===== src/rtl/sdclk_pkg.sv =====
package sdclk_pkg;

   // Control word layout
   localparam int CTL_W       = 8;
   localparam int ADJ_FIELD_W = 4;
   localparam int INV_POS     = 4;
   localparam int STOP_POS    = 5;

   typedef struct packed {
      logic                   stop;
      logic                   inv;
      logic [ADJ_FIELD_W-1:0] adj;
   } clk_ctl_t;

   localparam clk_ctl_t CTL_RESET = '{stop: 1'b1, inv: 1'b0, adj: 4'd1};

endpackage


===== src/rtl/sdclk_cfg.sv =====
module sdclk_cfg
   import sdclk_pkg::*;
#(
   parameter int DIV_W = 8
) (
   input  logic             clk,
   input  logic             rst_n,
   input  logic             div_wr,
   input  logic [DIV_W-1:0] div_wdata,
   input  logic             ctl_wr,
   input  logic [CTL_W-1:0] ctl_wdata,
   output logic [DIV_W-1:0] div_q,
   output clk_ctl_t         ctl_q
);

   localparam int HI_W = CTL_W - STOP_POS - 1;

   logic [HI_W-1:0] unused_ctl_hi;
   assign unused_ctl_hi = ctl_wdata[CTL_W-1:STOP_POS+1];

   always_ff @(posedge clk or negedge rst_n) begin
      if (!rst_n) begin
         div_q <= '1;
      end else if (div_wr) begin
         div_q <= div_wdata;
      end
   end

   always_ff @(posedge clk or negedge rst_n) begin
      if (!rst_n) begin
         ctl_q <= CTL_RESET;
      end else if (ctl_wr) begin
         ctl_q.stop <= ctl_wdata[STOP_POS];
         ctl_q.inv  <= ctl_wdata[INV_POS];
         ctl_q.adj  <= ctl_wdata[ADJ_FIELD_W-1:0];
      end
   end

   AST_DIV_CAPTURE: assert property (@(posedge clk) disable iff (!rst_n)
      div_wr |=> div_q == $past(div_wdata));

endmodule


===== src/rtl/sdclk_div.sv =====
module sdclk_div #(
   parameter int DIV_W = 8
) (
   input  logic             clk,
   input  logic             rst_n,
   input  logic [DIV_W-1:0] div_cfg,
   input  logic             stop_req,
   input  logic             inv_cfg,
   output logic             phase,
   output logic             inv_act,
   output logic             rise_q,
   output logic             fall_q
);

   logic             run;
   logic [DIV_W-1:0] cnt;
   logic [DIV_W-1:0] div_act;
   logic             half_done;

   assign half_done = (cnt == div_act);

   always_ff @(posedge clk or negedge rst_n) begin
      if (!rst_n) begin
         run     <= 1'b0;
         phase   <= 1'b0;
         cnt     <= '0;
         div_act <= '1;
         inv_act <= 1'b0;
         rise_q  <= 1'b0;
         fall_q  <= 1'b0;
      end else begin
         rise_q <= 1'b0;
         fall_q <= 1'b0;
         if (!run) begin
            // stopped: hold at rest, follow the configuration
            cnt     <= '0;
            phase   <= 1'b0;
            div_act <= div_cfg;
            inv_act <= inv_cfg;
            run     <= !stop_req;
         end else if (half_done) begin
            cnt <= '0;
            if (!phase) begin
               // end of a rest phase: stop here or start an active phase
               if (stop_req) begin
                  run <= 1'b0;
               end else begin
                  phase   <= 1'b1;
                  rise_q  <= 1'b1;
                  div_act <= div_cfg;
               end
            end else begin
               phase  <= 1'b0;
               fall_q <= 1'b1;
            end
         end else begin
            cnt <= cnt + 1'b1;
         end
      end
   end

   AST_HALF_BOUND: assert property (@(posedge clk) disable iff (!rst_n)
      cnt <= div_act);

   AST_STOP_AT_REST: assert property (@(posedge clk) disable iff (!rst_n)
      $fell(run) |-> !phase && !$past(phase));

   AST_IDLE_QUIET: assert property (@(posedge clk) disable iff (!rst_n)
      !run |-> !rise_q && !fall_q);

   AST_DIV_HOLD: assert property (@(posedge clk) disable iff (!rst_n)
      phase && $past(phase) |-> $stable(div_act));

   AST_INV_HOLD: assert property (@(posedge clk) disable iff (!rst_n)
      run && $past(run) |-> $stable(inv_act));

endmodule


===== src/rtl/sdclk_edge.sv =====
module sdclk_edge #(
   parameter int OUT_REG = 0
) (
   input  logic clk,
   input  logic rst_n,
   input  logic phase,
   input  logic inv_act,
   input  logic rise_q,
   input  logic fall_q,
   output logic card_clk,
   output logic sample_stb,
   output logic launch_stb
);

   logic clk_c;
   logic smp_c;
   logic lch_c;

   assign clk_c = phase ^ inv_act;
   assign smp_c = inv_act ? fall_q : rise_q;
   assign lch_c = inv_act ? rise_q : fall_q;

   generate
      if (OUT_REG != 0) begin : g_reg
         always_ff @(posedge clk or negedge rst_n) begin
            if (!rst_n) begin
               card_clk   <= 1'b0;
               sample_stb <= 1'b0;
               launch_stb <= 1'b0;
            end else begin
               card_clk   <= clk_c;
               sample_stb <= smp_c;
               launch_stb <= lch_c;
            end
         end
      end else begin : g_comb
         assign card_clk   = clk_c;
         assign sample_stb = smp_c;
         assign launch_stb = lch_c;
      end
   endgenerate

   AST_SAMPLE_ON_RISE: assert property (@(posedge clk) disable iff (!rst_n)
      sample_stb |-> card_clk && !$past(card_clk));

   AST_LAUNCH_ON_FALL: assert property (@(posedge clk) disable iff (!rst_n)
      launch_stb |-> !card_clk && $past(card_clk));

   AST_STROBE_EXCL: assert property (@(posedge clk) disable iff (!rst_n)
      !(sample_stb && launch_stb));

endmodule


===== src/rtl/sdclk_gen.sv =====
module sdclk_gen
   import sdclk_pkg::*;
#(
   parameter int DIV_W   = 8,
   parameter int ADJ_W   = 4,
   parameter int OUT_REG = 0
) (
   input  logic             clk,
   input  logic             rst_n,
   input  logic             div_wr,
   input  logic [DIV_W-1:0] div_wdata,
   input  logic             ctl_wr,
   input  logic [CTL_W-1:0] ctl_wdata,
   output logic             card_clk,
   output logic             sample_stb,
   output logic             launch_stb,
   output logic [ADJ_W-1:0] adj_out
);

   generate
      if (DIV_W < 1 || DIV_W > 16) begin : g_bad_div
         $error("sdclk_gen: DIV_W must lie in 1..16");
      end
      if (ADJ_W < 1 || ADJ_W > ADJ_FIELD_W) begin : g_bad_adj
         $error("sdclk_gen: ADJ_W must lie in 1..4");
      end
      if (OUT_REG != 0 && OUT_REG != 1) begin : g_bad_out
         $error("sdclk_gen: OUT_REG must be 0 or 1");
      end
   endgenerate

   logic [DIV_W-1:0] div_q;
   clk_ctl_t         ctl_q;
   logic             phase;
   logic             inv_act;
   logic             rise_q;
   logic             fall_q;

   sdclk_cfg #(.DIV_W(DIV_W)) u_cfg (
      .clk       (clk),
      .rst_n     (rst_n),
      .div_wr    (div_wr),
      .div_wdata (div_wdata),
      .ctl_wr    (ctl_wr),
      .ctl_wdata (ctl_wdata),
      .div_q     (div_q),
      .ctl_q     (ctl_q)
   );

   sdclk_div #(.DIV_W(DIV_W)) u_div (
      .clk      (clk),
      .rst_n    (rst_n),
      .div_cfg  (div_q),
      .stop_req (ctl_q.stop),
      .inv_cfg  (ctl_q.inv),
      .phase    (phase),
      .inv_act  (inv_act),
      .rise_q   (rise_q),
      .fall_q   (fall_q)
   );

   sdclk_edge #(.OUT_REG(OUT_REG)) u_edge (
      .clk        (clk),
      .rst_n      (rst_n),
      .phase      (phase),
      .inv_act    (inv_act),
      .rise_q     (rise_q),
      .fall_q     (fall_q),
      .card_clk   (card_clk),
      .sample_stb (sample_stb),
      .launch_stb (launch_stb)
   );

   assign adj_out = ctl_q.adj[ADJ_W-1:0];

   generate
      if (ADJ_W < ADJ_FIELD_W) begin : g_adj_trim
         logic [ADJ_FIELD_W-ADJ_W-1:0] unused_adj_hi;
         assign unused_adj_hi = ctl_q.adj[ADJ_FIELD_W-1:ADJ_W];
      end
   endgenerate

   AST_ADJ_LOAD: assert property (@(posedge clk) disable iff (!rst_n)
      ctl_wr |=> adj_out == $past(ctl_wdata[ADJ_W-1:0]));

endmodule


===== config.mk =====
export PLATFORM = sky130hd
export DESIGN_NAME = sdclk_gen
export DESIGN_NICKNAME = d
export VERILOG_FILES = /design/src/rtl/sdclk_pkg.sv /design/src/rtl/sdclk_cfg.sv /design/src/rtl/sdclk_div.sv /design/src/rtl/sdclk_edge.sv /design/src/rtl/sdclk_gen.sv
export SDC_FILE = /design/constraint.sdc
export NUM_CORES = 1
export LEC_CHECK = 0
export ABC_AREA = 1
export BUFFER_PORTS_ARGS = -buffer_cell sky130_fd_sc_hd__buf_4
export CAP_MARGIN = 0
export CORE_MARGIN = 1
export CORE_UTILIZATION = 45
export DETAILED_ROUTE_END_ITERATION = 8
export GPL_TIMING_DRIVEN = 0
export PLACE_DENSITY = 0.68
export SLEW_MARGIN = 20
export SYNTH_ARGS = -nofsm -noshare
export SYNTH_HDL_FRONTEND = slang
export SYNTH_SLANG_ARGS = --single-unit

===== constraint.sdc =====
create_clock -name clk -period 1.9 [get_ports clk]
set_clock_uncertainty 0.15 [all_clocks]
set_input_delay 0.38 -clock clk [delete_from_list [all_inputs] [get_ports clk]]
set_output_delay 0.38 -clock clk [all_outputs]
set_load 0.005 [all_outputs]

After elaboration in Yosys (flattened, before gate mapping) --
Cells that the tools add are included.
Word-level totals: register bits 35, output and inout port bits 7
Cells by class: reductions and logical operators 2, add/subtract/negate cells 1, equality and inequality tests 4, bitwise logic cells 1, multiplexer cells 20
Operator list (number):
- $mux W8 | 6
- $mux W1 | 14
- $add A8 B1 Y8 const B | 1
- $eq A8 B8 Y1 | 1
- $ne A2 B2 Y1 const B | 3
- $reduce_and A3 Y1 | 1
- $logic_not A1 Y1 | 1
- $xor A1 B1 Y1 | 1

Longest topological paths before layout --
Gate-level depths: netlist of run 1.
depth after elaboration 4, depth in mapped cells 9, gate-level depth less buffers 9

By module --
A second synthesis of run 1 with hierarchy kept.
Unflattened totals: cell total of the unflattened synthesis 198, area total of the unflattened synthesis 1640.3 µm²
Modules (own cells, without submodules):
- sdclk_div | cells an instance 128, area an instance 1059.8 µm², instances 1, seq. area each 535.5 µm²
- sdclk_cfg | cells an instance 59, area an instance 539.3 µm², instances 1, seq. area each 362.8 µm²
- sdclk_edge | cells an instance 11, area an instance 41.3 µm², instances 1, seq. area each 0.0 µm²

Worst setup path after synthesis of run 1 --
Ideal clock, no wire load.
path type register to register, start register u_div.div_act[6], end register u_div.run, setup time 0.129 ns, data arrival time 1.128 ns, setup slack 0.493 ns, stages on the path, launching flop included 7, path through dfstp_2 -> xnor2_1 -> nand2_1 -> nor2_2 -> nand2_1 -> nand2_4 -> o211ai_2
On the way: longest elaborated chain between the ends 3
Ends and longest elaborated chain:
- start, declared | RTL line sdclk_div.sv:17 | logic [DIV_W-1:0] div_act;
- start signal, assigned | RTL line sdclk_div.sv:38 | div_act <= div_cfg;
- start signal, assigned | RTL line sdclk_div.sv:50 | div_act <= div_cfg;
- $eq A8 B8 Y1 | RTL line sdclk_div.sv:20 | assign half_done = (cnt == div_act);
- $mux W1 | RTL line sdclk_div.sv:41 | end else if (half_done) begin
- $mux W1 | RTL line sdclk_div.sv:34 | if (!run) begin
- end signal, assigned | RTL line sdclk_div.sv:40 | run <= !stop_req;
- end, declared | RTL line sdclk_div.sv:15 | logic run;
Every way passes these cells. A chain may end at the register's enable or synchronous reset.

Worst setup path in the final report of run 1 --
start register u_div.inv_act, end output launch_stb
On the way: longest elaborated chain between the ends 1
Ends and longest elaborated chain:
- start, declared | RTL line sdclk_div.sv:10 | output logic inv_act,
- start signal, assigned | RTL line sdclk_div.sv:39 | inv_act <= inv_cfg;
- $mux W1 | RTL line sdclk_edge.sv:21 | assign lch_c = inv_act ? rise_q : fall_q;
- end, declared | RTL line sdclk_gen.sv:16 | output logic launch_stb,
Every way passes these cells.

==> key figures, run 1 <==
Synth
  • Mapped Area: 0.001609 mm^2
  • Leading area contributor after synthesis: dfstp_2
  • Cell with the most instances after synthesis: nand2_1
  • Synth cell count leaders: nand2_1, dfstp_2, dfrtp_1, inv_1, mux2_2
  • Post-synthesis simple-gate area fraction: 21.93%
  • Mapped Cells: 163
  • Ys flop type: dfstp_2
  • Syn. warnings: 0
  • Synth Register Bits: 35
  • Largest family of logic cells by synthesized area: simple AND/OR/NAND/NOR gates
  • Area contributors post-synth: dfstp_2, dfrtp_1, nand2_1
  • Syn nets: 184
  • Adder-Cell Fraction of Synth Area: 0.7776%
  • Post-synthesis sequential area ratio: 55.83%
  • Top cell type's share of synthesized area: 29.39%
  • Yosys cell types: 26
  • Post-Synth XOR/XNOR Area: 2.722%
  • Synth Area per Inst: 9.871 um^2
  • Mux contribution to synthesized area: 9.098%
  • Ys async rst share: 100.0%
  • EDFF count, synth: 0
  • Compound-cell area share of the yosys netlist: 3.888%

Global route
  • First-pass GRT wire length: 4692 um
  • Initial antenna violation count: 0
  • Number of global-route vias before repair: 1079
  • Met3 Usage GRT: 3.727%
  • Met1 usage: 20.19%
  • Total track usage: 17.25%
  • Largest net degree at the start of global routing: 36
  • GRT Max-Usage Layer: met2
  • Total gr overflow: 0
  • Met2 usage: 29.95%

Cells and area
  • Final Instance Area: 0.001897 mm^2
  • Area growth, synth to finish: 17.88%
  • Final #Nets: 214
  • Filler cell count: 286
  • Number of diodes: 0
  • Layout cells sized above 1: 39.18%

Routing
  • DR DRC count: 0
  • WL/cell: 11.93 um
  • Total number of vias: 1174
  • TritonRoute pass-1 iters: 4
  • 1st-iter DRT viols: 29
  • DR vias/cell: 4.892
  • Antenna viol nets, final: 0
  • WL final: 2863 um

Placement
  • GP Congestion: 0.7663
  • Dpl hpwl: 2131 um
  • DP Worst Slack: 0.3545 ns
  • Placed Area: 0.001832 mm^2
  • Port Buffers: 22

Timing
  • Setup WS post-layout: 0.2218 ns
  • Relative slew margins: 72.12%
  • Slew @ Worst Pin: 0.4181 ns
  • Fmax: 595.9 MHz
  • Final setup TNS: 0 ns
  • Hold Slack: 0.09406 ns
  • Setup Viol. Count Final: 0
  • Final Max Slew Viols: 0
  • Crit share post-route: 88.33%
  • Final hold vios: 0
  • RSZ-0062 raised after global routing: false
  • Min Tclk post-route: 1.678 ns

Die
  • Core area: 0.003390 mm^2
  • I/O Pins: 27
  • Die Span X: 61.80 um
  • Site row count: 21
  • Initial Utilization: 47.47%
  • Die Y: 61.80 um
  • Die ar.: 0.003819 mm^2

Pwr
  • Power Density: 1261 mW/mm^2
  • Worst IR Drop VDD: 689.9 uV
  • Tot Pwr: 2.392 mW
  • Static Leak: 0.9139 nW

Worst setup path
  • Crit Path Category: flop to output pin
  • CP max-delay cell: dfrtp_1
  • Element type at the critical path start: flop
  • Critical Path Sink Type: output pin
  • Worst Path Arrival: 1.15 ns
  • Crit-path max FO: 6
  • Required @ worst endpoint: 1.37 ns
  • Critical Path Max Stage Delay: 0.46 ns
  • Crit-path cells: o21ai_0 > buf_4

Clock tree
  • Post-CTS sizing: 0
  • Clock latency on the worst-skew pair: 0.34 ns
  • Num CTS Buffers: 5
  • Clk root buf: clkbuf_4
  • CTS H-tree lvls: 2
  • Clk sinks: 35
  • Post-CTS setup buffer count: 0
  • # hold bufs at CTS: 1
  • Clock-pin slew of the registers on the worst-case setup and hold paths: 0.11 ns
  • CTS tree: yes
  • Max Buffers Root-to-Sink: 2

Hold path
  • Hold WC Path Type: primary input to flop

Status
  • Outcome: finished clean

Flow run
  • MaxCap Viol Count: 0
critical path: cells and delay by family (launching register included):
family	cells	cell delay, ns
flip-flops	1	0.46
AO/OA/AOI/OAI	1	0.21
buffers and inverters	1	0.14
path summary, 6_finish.rpt:
path | from | to | slack, ns | cells after the start
max | u_div.inv_act | launch_stb | 0.22 | 2
min | ctl_wdata[4] | u_cfg.ctl_q[4] | 0.09 | 3
max reg2reg | u_div.div_act[6] | u_div.run | 0.34 | 6
min reg2reg | u_cfg.div_q[2] | u_div.div_act[2] | 0.32 | 2
max in group asynchronous | rst_n | u_div.div_act[1] | 0.89 | 2
min in group asynchronous | rst_n | u_div.rise_q | 0.37 | 2
power by group:
part | leakage (nW) | total, mW | switching, mW | internal [mW]
combinational | 0.484 | 0.758 | 0.390 | 0.368
sequential | 0.394 | 1.23 | 0.211 | 1.02
clock | 0.0358 | 0.401 | 0.257 | 0.144
total | 0.914 | 2.39 | 0.858 | 1.53
metrics by stage:
step	utilization, %	std cells
5_1_grt	55.96	240
4_1_cts	55.96	240
6_report	55.96	240
3_3_place_gp	54.04	231
2_1_floorplan	-	163
3_5_place_dp	54.04	231
per-layer routing:
metal / vias up / wire length [um]
li1: 583 / -
met1: 563 / 1231
met2: 23 / 1493
met3: 5 / 94
met4: 0 / 42
met5: - / 0
flip-flops by register name, indices dropped and copies added, names as in the netlist:
register,count
u_cfg.ctl_q,6
u_cfg.div_q,8
u_div.cnt,8
u_div.div_act,8
u_div.fall_q,1
u_div.inv_act,1
u_div.phase,1
u_div.rise_q,1
u_div.run,1
area by class of cell:
type | instances | area, um^2 | area share [%]
sequential | 35 | 898.4 | 47.36
multi-input combinational | 106 | 618.1 | 32.59
timing repair buffer | 23 | 175.2 | 9.235
inverter | 18 | 67.56 | 3.562
tap | 46 | 57.56 | 3.034
clock buffer | 5 | 37.54 | 1.979
buffer | 4 | 25.02 | 1.319
clock inverter | 3 | 17.52 | 0.9235
cells by family after synthesis:
group / after synthesis
simple gates: 77
compound gates: 10
mux: 13
xor+xnor: 5
flops: 35
buf+inv: 22
fa+ha+maj: 1
layout by cell type, fill, tap and decap left out, types with 2 or more instances in the layout:
cell type  Yosys  layout
mux2_2        13      13
xnor2_1        4       4
nor2_2         2       2
buf_4          0      22
nor3_1         3       3
buf_2          2       2
inv_4          0       2
nand3_2        2       2
nand2_1       45      45
clkbuf_4       0       5
nor2_1        10      10
nand3_1        9       9
dfrtp_1       17      17
o21ai_0        5       5
a21oi_1        2       2
inv_1         17      17
dfstp_2       18      18
nor3_2         3       3
Power figures use the tool's default switching activity.
==> inputs of run 2 (changes only) <==
--- a/config.mk
+++ b/config.mk
@@ -9,10 +9,10 @@
 export BUFFER_PORTS_ARGS = -buffer_cell sky130_fd_sc_hd__buf_4
 export CAP_MARGIN = 0
 export CORE_MARGIN = 1
-export CORE_UTILIZATION = 45
+export CORE_UTILIZATION = 23
 export DETAILED_ROUTE_END_ITERATION = 8
 export GPL_TIMING_DRIVEN = 0
-export PLACE_DENSITY = 0.68
+export PLACE_DENSITY = 0.41
 export SLEW_MARGIN = 20
 export SYNTH_ARGS = -nofsm -noshare
 export SYNTH_HDL_FRONTEND = slang
==> key figures, run 2 (synthesized netlist as in run 1, its figures left out) <==
Status
  • Outcome: finished clean (unchanged)

Timing
  • Min Tclk post-route: 1.566 ns (was 1.678 ns)
  • Slew @ Worst Pin: 0.4566 ns (was 0.4181 ns)
  • Final Max Slew Viols: 0 (unchanged)
  • Fmax: 638.7 MHz (was 595.9 MHz)
  • Crit share post-route: 82.40% (was 88.33%)
  • Setup WS post-layout: 0.3344 ns (was 0.2218 ns)
  • Relative slew margins: 69.56% (was 72.12%)
  • Hold Slack: 0.1706 ns (was 0.09406 ns)
  • Final hold vios: 0 (unchanged)
  • RSZ-0062 raised after global routing: false (unchanged)
  • Final setup TNS: 0 ns (unchanged)
  • Setup Viol. Count Final: 0 (unchanged)

Cells and area
  • Final #Nets: 214 (unchanged)
  • Number of diodes: 0 (unchanged)
  • Area growth, synth to finish: 24.73% (was 17.88%)
  • Filler cell count: 740 (was 286)
  • Multi-input gate area: 618.1 um^2 (unchanged)
  • Register area: 898.4 um^2 (unchanged)
  • Regs by FF count: u_cfg.div_q x8, u_div.cnt x8, u_div.div_act x8 (unchanged)
  • Core Util, Final: 29.54% (was 55.96%)
  • Most common cell after layout, fill and taps aside: nand2_1 (unchanged)
  • Layout cells sized above 1: 39.18% (unchanged)
  • Most frequent cells in the layout: nand2_1, buf_4, dfstp_2 (unchanged)

Placement
  • Dpl hpwl: 2124 um (was 2131 um)
  • GP Congestion: 0.7060 (was 0.7663)
  • Port Buffers: 22 (unchanged)
  • DP Worst Slack: 0.3163 ns (was 0.3545 ns)

Global route
  • Total track usage: 9.861% (was 17.25%)
  • Largest net degree at the start of global routing: 36 (unchanged)
  • Number of global-route vias before repair: 1147 (was 1079)
  • First-pass GRT wire length: 5630 um (was 4692 um)
  • Total gr overflow: 0 (unchanged)
  • Initial antenna violation count: 0 (unchanged)

Routing
  • DR vias/cell: 3.890 (was 4.892)
  • TritonRoute pass-1 iters: 4 (unchanged)
  • 1st-iter DRT viols: 66 (was 29)
  • Antenna viol nets, final: 0 (unchanged)
  • Total number of vias: 1128 (was 1174)
  • WL final: 3014 um (was 2863 um)
  • DR DRC count: 0 (unchanged)
  • WL/cell: 10.39 um (was 11.93 um)

Die
  • Initial Utilization: 23.68% (was 47.47%)
  • Die Span X: 85.64 um (was 61.80 um)
  • Site row count: 30 (was 21)
  • Die Y: 85.64 um (was 61.80 um)
  • I/O Pins: 27 (unchanged)
  • Die ar.: 0.007334 mm^2 (was 0.003819 mm^2)
  • Core area: 0.006794 mm^2 (was 0.003390 mm^2)

Clock tree
  • Post-CTS setup buffer count: 0 (unchanged)
  • Post-CTS sizing: 0 (unchanged)
  • Clock latency on the worst-skew pair: 0.28 ns (was 0.34 ns)
  • Max Buffers Root-to-Sink: 2 (unchanged)
  • Clk root buf: clkbuf_8 (was clkbuf_4)
  • Clock-pin slew of the registers on the worst-case setup and hold paths: 0.07 ns (was 0.11 ns)
  • Num CTS Buffers: 5 (unchanged)
  • CTS H-tree lvls: 2 (unchanged)
  • CTS tree: yes (unchanged)
  • Clk sinks: 35 (unchanged)

Worst setup path
  • CP max-delay cell: dfrtp_1 (unchanged)
  • R2r worst-path depth: 6 (unchanged)
  • Worst Path Arrival: 1.04 ns (was 1.15 ns)
  • Critical Path Max Stage Delay: 0.44 ns (was 0.46 ns)
  • Required @ worst endpoint: 1.37 ns (about the same)
  • Element type at the critical path start: flop (unchanged)
  • Critical Path Sink Type: output pin (unchanged)
  • Crit-path max FO: 6 (unchanged)
  • Crit Path Category: flop to output pin (unchanged)
  • Crit-path cells: o21ai_0 > buf_4 (unchanged)
  • Register-to-register setup slack: 0.34 ns (about the same)

Flow run
  • MaxCap Viol Count: 0 (unchanged)

Pwr
  • Tot Pwr: 2.576 mW (was 2.392 mW)
  • Static Leak: 0.9329 nW (was 0.9139 nW)
  • Power Density: 1283 mW/mm^2 (was 1261 mW/mm^2)
  • Worst IR Drop VDD: 364.0 uV (was 689.9 uV)

Hold path
  • Hold WC Path Type: primary input to flop (unchanged)
  • Hold path cells: 3 (unchanged)
==> run 2: changes by cell type in the layout (fill, tap and decap cells not counted) <==
cell      previous run  this run
clkbuf_8             0         7
clkbuf_4             5         0
clkinv_2             1         0
inv_4                2         1
==> run 2: area by class of cell <==
class / instances / area share (%)
repair buffers: 23 / 8.728
inverters: 18 / 3.367
well taps: 96 / 5.985
clock buffers: 7 / 4.801
plain buffers: 4 / 1.247
flip-flops and latches: 35 / 44.76
clock inverters: 1 / 0.3117
multi-input cells: 106 / 30.80
==> run 2: critical path, delay by kind of cell, from the launching register on <==
family	cells	cell delay (ns)
AOI/OAI and AO/OA	1	0.18
DFF	1	0.44
buffers and inverters	1	0.13
==> run 2: path summary, 6_finish.rpt <==
kind,start,endpoint
worst max-delay path,u_div.inv_act,launch_stb
worst min-delay path,ctl_wdata[4],u_cfg.ctl_q[4]
worst max register to register,u_div.div_act[6],u_div.run
worst min register to register,u_cfg.div_q[6],u_div.div_act[6]
max in group asynchronous,rst_n,u_cfg.ctl_q[0]
min in group asynchronous,rst_n,u_div.cnt[7]
==> run 2: metal layers <==
| layer | up-vias | track usage, % | routed length [um] |
|---|---|---|---|
| met4 | 0 | 4.091 | 61 |
| met5 | - | 0 | 0 |
| met2 | 21 | 14.69 | 1352 |
| li1 | 578 | - | - |
| met3 | 7 | 3.176 | 114 |
| met1 | 522 | 13.18 | 1485 |
==> run 2: through the flow <==
stage          cells  area [um^2]
2_1_floorplan    163         1609
3_3_place_gp     281         1894
3_5_place_dp     281         1894
4_1_cts          290         2007
5_1_grt          290         2007
6_report         290         2007
==> run 2: repair_timing <==
action,4_1_cts,5_1_grt
setup endpoints to repair,0,0
hold endpoints to repair,17,0
hold buffers,1,0
==> run 2: power by group <==
| part | internal (mW) | leakage, nW | switching [mW] |
|---|---|---|---|
| Sequential | 1.02 | 0.394 | 0.201 |
| Combinational | 0.366 | 0.484 | 0.375 |
| Clock | 0.331 | 0.0548 | 0.280 |
==> inputs of run 3 (changes only) <==
==> constraint.sdc (replaced) <==
create_clock -name clk -period 1.45 [get_ports clk]
set_clock_uncertainty 0.15 [all_clocks]
set_input_delay 0.29 -clock clk [delete_from_list [all_inputs] [get_ports clk]]
set_output_delay 0.29 -clock clk [all_outputs]
set_load 0.005 [all_outputs]
==> key figures, run 3 (synthesized netlist as in run 1, its figures left out) <==
Cells and area
  • Multi-input gate area: 661.9 um^2 (was 618.1 um^2)
  • Final Non-Filler Cells: 293 (was 290)
  • Area growth, synth to finish: 29.86% (was 24.73%)
  • Register area: 900.9 um^2 (was 898.4 um^2)
  • Final #Nets: 217 (was 214)
  • Regs by FF count: u_cfg.div_q x8, u_div.cnt x8, u_div.div_act x8 (unchanged)
  • Number of diodes: 0 (unchanged)
  • Filler cell count: 734 (was 740)
  • Core Util, Final: 30.76% (was 29.54%)
  • Layout cells sized above 1: 43.15% (was 39.18%)
  • Most common cell after layout, fill and taps aside: nand2_1 (unchanged)
  • Most frequent cells in the layout: nand2_1, buf_4, dfstp_2 (unchanged)

Global route
  • Largest net degree at the start of global routing: 36 (unchanged)
  • Initial antenna violation count: 0 (unchanged)
  • First-pass GRT wire length: 5616 um (was 5630 um)
  • Number of global-route vias before repair: 1142 (was 1147)
  • Total gr overflow: 0 (unchanged)
  • GRT Max-Usage Layer: met2 (unchanged)
  • Met2 usage: 14.91% (was 14.69%)
  • Met3 Usage GRT: 3.176% (unchanged)
  • Total track usage: 9.861% (unchanged)
  • Met1 usage: 13.00% (was 13.18%)

Worst setup path
  • Cell count along the critical path: 7 (was 2)
  • CP max-delay cell: dfstp_2 (was dfrtp_1)
  • Critical Path Max Stage Delay: 0.56 ns (was 0.44 ns)
  • Element type at the critical path start: flop (unchanged)
  • Worst Path Arrival: 1.63 ns (was 1.04 ns)
  • CP top delay family: flip-flops (unchanged)
  • Required @ worst endpoint: 1.52 ns (was 1.37 ns)
  • Crit-path cells: xnor2_2 > nand2_2 > nor2_4 > nand3_4 > clkbuf_16 > nand3_1 > nand2_1 (was o21ai_0 > buf_4)
  • Critical Path Sink Type: flop (was output pin)
  • R2r worst-path depth: 7 (was 6)
  • Crit-path max FO: 5 (was 6)
  • Crit Path Category: flop to flop (was flop to output pin)
  • Worst path bufs/invs: 1 (unchanged)

Clock tree
  • Max Buffers Root-to-Sink: 2 (unchanged)
  • Clk root buf: clkbuf_8 (unchanged)
  • Clock latency on the worst-skew pair: 0.29 ns (was 0.28 ns)
  • Num CTS Buffers: 5 (unchanged)
  • CTS H-tree lvls: 2 (unchanged)
  • Clock-pin slew of the registers on the worst-case setup and hold paths: 0.07 ns (about the same)
  • Clk sinks: 35 (unchanged)
  • CTS tree: yes (unchanged)

Die
  • Site row count: 30 (unchanged)
  • I/O Pins: 27 (unchanged)
  • Core area: 0.006794 mm^2 (unchanged)
  • Die Span X: 85.64 um (unchanged)
  • Die Y: 85.64 um (unchanged)
  • Die ar.: 0.007334 mm^2 (unchanged)
  • Initial Utilization: 23.68% (unchanged)

Placement
  • Placed instance count: 281 (unchanged)
  • GP Congestion: 0.7060 (unchanged)
  • DP Worst Slack: -0.1337 ns (was 0.3163 ns)
  • Dpl hpwl: 2124 um (unchanged)
  • Port Buffers: 22 (unchanged)

Timing
  • Slew @ Worst Pin: 0.4605 ns (was 0.4566 ns)
  • Min Tclk post-route: 1.553 ns
  • Fmax: 644.1 MHz
  • Final Max Slew Viols: 0 (unchanged)
  • Setup Viol. Count Final: 21 (was 0)
  • Crit share post-route: 107.1%
  • Setup WS post-layout: -0.1026 ns (was 0.3344 ns)
  • Relative slew margins: 69.30% (was 69.56%)
  • RSZ-0062 raised after global routing: true (was false)
  • Hold Slack: 0.08086 ns (was 0.1706 ns)
  • Final hold vios: 0 (unchanged)

Routing
  • Total number of vias: 1145 (was 1128)
  • WL final: 3186 um (was 3014 um)
  • TritonRoute pass-1 iters: 4 (unchanged)
  • WL/cell: 10.87 um (was 10.39 um)
  • DR vias/cell: 3.908 (was 3.890)
  • 1st-iter DRT viols: 56 (was 66)
  • DR DRC count: 0 (unchanged)
  • Antenna viol nets, final: 0 (unchanged)

Pwr
  • Sequential cell fraction of total power: 46.1% (was 47.5%)
  • Internal power: 2.310 mW (was 1.720 mW)
  • P_sw: 1.216 mW (was 0.8559 mW)
  • Net Sw Frac: 34.49% (was 33.23%)
  • Static Leak: 0.9669 nW (was 0.9329 nW)
  • Tot Pwr: 3.525 mW (was 2.576 mW)
  • Gate power share: 31.0% (was 28.8%)
  • Power Density: 1687 mW/mm^2 (was 1283 mW/mm^2)
  • Clock Power Share: 22.9% (was 23.7%)
  • Worst IR Drop VDD: 503.7 uV (was 364.0 uV)

Status
  • Outcome: finished, violations left (was finished clean)
  • Failing checks: setup timing

Flow run
  • MaxCap Viol Count: 0 (unchanged)

Hold path
  • Hold path cells: 3 (unchanged)
  • Hold WC Path Type: primary input to flop (unchanged)
run 3: cell types whose count changed in the layout (fill, tap and decap cells not counted), sizes merged:
cell | before | now
nand2 | 47 | 48
clkbuf | 8 | 9
buf | 25 | 26
run 3: area by class of cell:
class / instances / share of cell area [%]
sequential: 35 / 43.11
buffer: 4 / 1.377
timing repair buffer: 25 / 9.940
inverter: 18 / 3.234
clock buffer: 7 / 4.611
clock inverter: 1 / 0.2994
tap: 96 / 5.749
multi-input combinational: 107 / 31.68
run 3: worst paths after layout:
path                                  start          endpoint  slack (ns)
min in group asynchronous             rst_n      u_div.cnt[1]        0.34
min                            ctl_wdata[4]    u_cfg.ctl_q[4]        0.08
max                        u_div.div_act[6]  u_div.div_act[6]       -0.10
max in group asynchronous             rst_n    u_cfg.ctl_q[0]        0.44
min reg2reg                  u_cfg.div_q[6]  u_div.div_act[6]        0.31
max reg2reg                u_div.div_act[6]  u_div.div_act[6]       -0.10
run 3: layer usage:
metal | routed length (um) | up-vias
met2 | 1436 | 23
met5 | 0 | -
met4 | 85 | 0
met1 | 1545 | 531
li1 | - | 582
met3 | 119 | 9
run 3: power by group through the flow:
| stage | Clock [mW] | Sequential [mW] | Combinational [mW] |
|---|---|---|---|
| after floorplan | 0 | 1.55 | 0.752 |
| after global placement | 0 | 1.62 | 0.986 |
| after detailed placement | 0 | 1.63 | 0.989 |
| after CTS | 0.829 | 1.61 | 1.02 |
| after global routing | 0.874 | 1.69 | 1.25 |
| final | 0.806 | 1.62 | 1.09 |
run 3: worst min-delay path: stages:
cell	delay, ns
buf_4	0.07
nand2_1	0.04
o21ai_0	0.07
run 3: repair_timing:
action	4_1_cts	5_1_grt
cloned	1	1
endpoints found under the hold margin	17	0
hold buffers	1	0
endpoints found under the setup margin	23	23
gates resized for setup	3	9
pin swaps	5	5
setup buffers	1	0
run 3: through the flow:
step                      setup TNS [ns]  instance area (um^2)
after CTS                         -1.253                  2028
after global placement            -1.131                  1894
final                             -1.176                  2090
after global routing              -2.764                  2090
after detailed placement          -1.305                  1894
after floorplan                        0                  1609
